==> src/rtl/rlq_pkg.sv <==
package rlq_pkg;
  // status flags reported by the analog front end
  typedef struct packed {
    logic amp_ok;
    logic rate_ok;
    logic chan_en;
    logic ref_present;
  } rlq_status_t;

  // registered decision outputs
  typedef struct packed {
    logic lock_ref;
    logic fault_n;
  } rlq_decision_t;

  localparam rlq_decision_t RLQ_DECISION_RST = '{lock_ref: 1'b1, fault_n: 1'b0};
endpackage

==> src/rtl/rlq_input_mux.sv <==
module rlq_input_mux (
  input  logic clk,
  input  logic rst,
  input  logic sel_primary,
  input  logic bit_pri,
  input  logic bit_sec,
  output logic bit_sel,
  output logic src_primary
);
  assign bit_sel = sel_primary ? bit_pri : bit_sec;

  always_ff @(posedge clk) begin
    if (rst) src_primary <= 1'b1;
    else     src_primary <= sel_primary;
  end

  p_sel_follow_r2: assert property (@(posedge clk) disable iff (rst)
    1'b1 |=> (src_primary == $past(sel_primary)));
endmodule

==> src/rtl/rlq_density_mon.sv <==
module rlq_density_mon #(
  parameter int LIMIT = 60
) (
  input  logic clk,
  input  logic rst,
  input  logic in_valid,
  input  logic bit_in,
  output logic dens_fail
);
  localparam int CW = $clog2(LIMIT + 1);
  localparam logic [CW-1:0] LIM_V = CW'(LIMIT);

  logic [CW-1:0] run_q, run_d;
  logic          prev_q;
  logic          edge_seen;

  assign edge_seen = (bit_in != prev_q);

  always_comb begin
    run_d = run_q;
    if (in_valid) begin
      if (edge_seen)           run_d = '0;
      else if (run_q != LIM_V) run_d = run_q + 1'b1;
    end
  end

  always_ff @(posedge clk) begin
    if (rst) begin
      run_q     <= '0;
      prev_q    <= 1'b0;
      dens_fail <= 1'b0;
    end else if (in_valid) begin
      run_q     <= run_d;
      prev_q    <= bit_in;
      dens_fail <= (run_d == LIM_V);
    end
  end

  p_fail_at_limit_r3: assert property (@(posedge clk) disable iff (rst)
    (in_valid && !edge_seen && run_q == LIM_V - 1'b1) |=> dens_fail);
  p_clear_on_edge_r4: assert property (@(posedge clk) disable iff (rst)
    (in_valid && edge_seen) |=> (!dens_fail && run_q == '0));
  p_hold_idle_r9: assert property (@(posedge clk) disable iff (rst)
    !in_valid |=> ($stable(dens_fail) && $stable(run_q) && $stable(prev_q)));
endmodule

==> src/rtl/rlq_lock_ctrl.sv <==
module rlq_lock_ctrl
  import rlq_pkg::*;
(
  input  logic          clk,
  input  logic          rst,
  input  logic          det_en,
  input  logic          force_local_n,
  input  logic          dens_fail,
  input  rlq_status_t   stat,
  output rlq_decision_t dec
);
  logic qual_ok;
  logic fault_any;

  always_comb begin
    if (det_en) qual_ok = stat.amp_ok && stat.rate_ok && !dens_fail;
    else        qual_ok = stat.rate_ok;
  end

  assign fault_any = !stat.rate_ok || !stat.amp_ok || dens_fail ||
                     !stat.chan_en || !force_local_n || !stat.ref_present;

  always_ff @(posedge clk) begin
    if (rst) dec <= RLQ_DECISION_RST;
    else begin
      dec.lock_ref <= !force_local_n || !qual_ok;
      dec.fault_n  <= !fault_any;
    end
  end

  p_reset_state_r1: assert property (@(posedge clk)
    rst |=> (dec.lock_ref && !dec.fault_n));
  p_strap_hi_r5: assert property (@(posedge clk) disable iff (rst)
    (det_en && force_local_n && stat.amp_ok && stat.rate_ok && !dens_fail) |=> !dec.lock_ref);
  p_strap_lo_r6: assert property (@(posedge clk) disable iff (rst)
    (!det_en && force_local_n) |=> (dec.lock_ref == !$past(stat.rate_ok)));
  p_force_local_r7: assert property (@(posedge clk) disable iff (rst)
    !force_local_n |=> (dec.lock_ref && !dec.fault_n));
  p_no_cause_r8: assert property (@(posedge clk) disable iff (rst)
    (stat.rate_ok && stat.amp_ok && !dens_fail && stat.chan_en && force_local_n &&
     stat.ref_present) |=> dec.fault_n);
endmodule

==> src/rtl/rx_link_qual.sv <==
module rx_link_qual
  import rlq_pkg::*;
#(
  parameter int DENSITY_LIMIT = 60
) (
  input  logic clk,
  input  logic rst,
  input  logic in_valid,
  output logic in_ready,
  input  logic bit_pri,
  input  logic bit_sec,
  input  logic sel_primary,
  input  logic det_en,
  input  logic force_local_n,
  input  logic amp_ok,
  input  logic rate_ok,
  input  logic chan_en,
  input  logic ref_present,
  output logic lock_ref,
  output logic src_primary,
  output logic link_fault_n
);
  logic          bit_sel;
  logic          dens_fail;
  rlq_status_t   stat;
  rlq_decision_t dec;

  assign in_ready = 1'b1;
  assign stat = '{amp_ok: amp_ok, rate_ok: rate_ok, chan_en: chan_en, ref_present: ref_present};

  rlq_input_mux u_mux (
    .clk(clk), .rst(rst), .sel_primary(sel_primary), .bit_pri(bit_pri),
    .bit_sec(bit_sec), .bit_sel(bit_sel), .src_primary(src_primary)
  );

  rlq_density_mon #(.LIMIT(DENSITY_LIMIT)) u_dens (
    .clk(clk), .rst(rst), .in_valid(in_valid), .bit_in(bit_sel), .dens_fail(dens_fail)
  );

  rlq_lock_ctrl u_ctrl (
    .clk(clk), .rst(rst), .det_en(det_en), .force_local_n(force_local_n),
    .dens_fail(dens_fail), .stat(stat), .dec(dec)
  );

  assign lock_ref     = dec.lock_ref;
  assign link_fault_n = dec.fault_n;
endmodule

==> config.mk <==
export PLATFORM = sky130hd
export DESIGN_NAME = rx_link_qual
export DESIGN_NICKNAME = d
export VERILOG_FILES = /design/src/rtl/rlq_pkg.sv /design/src/rtl/rlq_input_mux.sv /design/src/rtl/rlq_density_mon.sv /design/src/rtl/rlq_lock_ctrl.sv /design/src/rtl/rx_link_qual.sv
export SDC_FILE = /design/constraint.sdc
export NUM_CORES = 1
export LEC_CHECK = 0
export BUFFER_PORTS_ARGS = -buffer_cell sky130_fd_sc_hd__buf_2
export CAP_MARGIN = 20
export CORE_MARGIN = 1.5
export CORE_UTILIZATION = 40
export DETAILED_ROUTE_END_ITERATION = 16
export SYNTH_ARGS = -nofsm -noshare
export SYNTH_HDL_FRONTEND = slang
export SYNTH_HIERARCHICAL = 1
export SYNTH_SLANG_ARGS = --single-unit
==> constraint.sdc <==
create_clock -name clk -period 2.9 [get_ports clk]
set_input_delay 0.58 -clock clk [delete_from_list [all_inputs] [get_ports clk]]
set_output_delay 0.58 -clock clk [all_outputs]
set_load 0.01 [all_outputs]
==> summary.md <==
| Metric | Value |
|---|---|
| Final Hold Fails | `0` |
| Port bufs | `14` |
| Ranking of synthesized cells by area | `dfxtp_1 36%, a21oi_1 4.1%, ha_1 4.1%` |
| I/O pin cnt | `16` |
| Synth Instances | `66` |
| Post-DP HPWL | `910 um` |
| H-tree Lvls | `1` |
| Post-route cell area | `714 um^2` |
| Setup bufs post-CTS | `0` |
| Metal3 WL | `98 um` |
| Placement Rows | `13` |
| Status | `complete, no violations` |
| Wire per inst | `13.0 um` |
| Post-synth EDFFs | `0` |
| Syn Area/Cell | `9.19 um^2` |
| Crit Path Class | `in -> reg` |
| DR iter-0 viols | `13` |
| Largest net degree at the start of global routing | `16` |
| Met2 wire length | `585 um` |
| Critical Path Sink Type | `register` |
| Synthesized cell area | `607 um^2` |
| WP data required | `3.09 ns` |
| Layout Cells excl Fill | `97` |
| Setup TNS | `0 ns` |
| Cell taking the most area after synthesis | `dfxtp_1` |
| Gr ovfl total | `0` |
| Remaining DRCs | `0` |
| Pwr per Cell Area | `436 nW/um^2` |
| Period utilization | `0.742` |
| Vias per inst | `5.54` |
| Wire length on met1 | `572 um` |
| Placed inst area | `688 um^2` |
| Via count | `537` |
| Share of cells above drive strength 1 | `0.293` |
| Post-CTS Hold Buffers | `0` |
| Post-layout min period | `2.15 ns` |
| Post-CTS Resized | `0` |
| Leakage power | `0.277 nW` |
| Overall die width | `42.0 um` |
| Worst-case clock buffer depth | `2` |
| Max-cap violation count | `0` |
| Synth unique cells | `37` |
| Yosys warns | `6` |
| Synth top cells by count | `11 x dfxtp_1, 5 x a21oi_1, 4 x nand2_1, 4 x nand2b_1, 4 x nor2_1` |
| Post-Syn Nets | `80` |
| Antenna cell count | `0` |
| Share of synthesized flip-flops with an asynchronous set or reset | `0` |
| TritonCTS Buffers | `3` |
| Slew Limit Fails | `0` |
| Area growth, synth to finish | `17.7%` |
| Setup Skew | `0.00319 ns` |
| VDD IR max | `0.312 mV` |
| Sequential fraction of the synthesis area | `0.363` |
| Crit start category | `input port` |
| Initial Util | `0.449` |
| Antenna-violating nets left | `0` |
| Fmax | `465 MHz` |
| Vias in the first global route | `493` |
| First-pass GRT wire length | `2140 um` |
| Routability cong. | `0.800` |
| RSZ-0062 raised after global routing | `no` |
| Primary FF master, synth | `dfxtp_1` |
| Number of synthesized register bits | `11` |
| Core box area | `1350 um^2` |
| Nets | `97` |
| Clk Latency, worst-skew pair | `0.28 ns` |
| CTS tree | `built` |
| CTS Sinks | `11` |
| Reg clk slew, reported paths | `0.07 ns` |
| Data arrival time of the critical path | `2.34 ns` |
| Dpl cells | `93` |
| Die area | `1760 um^2` |
| Worst Hold Class | `in -> reg` |
| Antenna violations before repair | `0` |
| Crit path max fanout | `4` |
| DR pass1 iterations | `4` |
| Top cell type's share of synthesized area | `0.363` |
| DR top layer | `met4` |
| Final setup violation count | `0` |
| Die H | `42.0 um` |
| Overall Global Routing Usage | `0.158` |
| Routed WL | `1260 um` |
| Root buffer cell | `clkbuf_4` |
| Most instantiated library cell after synthesis | `dfxtp_1` |
through the flow:
stage	utilization	hold slack, ns	setup WS (ns)	total power [mW]
after global placement	0.510	0.487	0.505	0.206
after detailed placement	0.510	0.473	0.476	0.207
after global routing	0.529	0.511	0.685	0.322
after floorplan	-	0.458	0.692	0.189
final	0.529	0.490	0.750	0.312
after CTS	0.529	0.493	0.743	0.311
layout by cell type, fill, tap and decap left out, types with 2 or more instances in the layout:
| cell type | netlist | routed |
|---|---|---|
| a21oi_1 | 5 | 5 |
| buf_2 | 0 | 14 |
| clkbuf_4 | 0 | 3 |
| dfxtp_1 | 11 | 11 |
| ha_1 | 2 | 2 |
| inv_1 | 3 | 3 |
| nand2_1 | 4 | 4 |
| nand2b_1 | 4 | 4 |
| nand3_1 | 3 | 3 |
| nor2_1 | 4 | 4 |
| nor3_1 | 2 | 2 |
state kept, by name, summed over array words and instances (netlist names):
signal             cells
u_dens/dens_fail       1
u_ctrl/dec             2
u_dens/prev_q          1
u_mux/src_primary      1
u_dens/run_q           6
critical path: stages:
cell and delay [ns]:
buf_2 0.11, mux2_4 0.32, xor2_1 0.19, a2111oi_2 0.39, or4b_1 0.48, o32ai_1 0.27
report_power, final:
group          switching, mW  total (mW)  internal [mW]
registers            0.00393       0.159          0.155
clock network         0.0546       0.108         0.0534
logic                 0.0244      0.0448         0.0204
total                 0.0828       0.312          0.229
per-layer routing:
| layer | GRT usage | vias up |
|---|---|---|
| met4 | 0.0387 | 0 |
| met2 | 0.241 | 22 |
| li1 | - | 270 |
| met5 | 0 | - |
| met1 | 0.204 | 242 |
| met3 | 0.0696 | 3 |
final timing paths:
| path | slack (ns) | from | cells after the start | endpoint |
|---|---|---|---|---|
| min reg2reg | 0.50 | u_dens/dens_fail | 2 | u_dens/dens_fail |
| max reg2reg | 0.89 | u_dens/run_q[0] | 6 | u_dens/dens_fail |
| min | 0.49 | det_en | 2 | u_ctrl/dec[1] |
| max | 0.75 | sel_primary | 6 | u_dens/dens_fail |
layout make-up:
class / instances / area (um^2)
Fill cell: 131 / 636
Multi-Input combinational cell: 49 / 360
Sequential cell: 11 / 220
Timing Repair Buffer: 15 / 77.6
Clock buffer: 4 / 26.3
Tap cell: 15 / 18.8
Inverter: 3 / 11.3
kinds of logic (layout without fill, tap and decap cells):
family | after synthesis | count (layout) | share of synthesized area
AND/OR/NAND/NOR | 25 | 25 | 0.262
AO/OA/AOI/OAI | 17 | 17 | 0.214
flip-flops | 11 | 11 | 0.363
buffers and inverters | 6 | 22 | 0.0433
adder cells (fa/ha/maj) | 2 | 2 | 0.0412
XOR/XNOR | 2 | 2 | 0.0289
multiplexers | 2 | 2 | 0.0412
other | 1 | 1 | 0.00618
No activity file was read; power rests on OpenSTA's default activity.
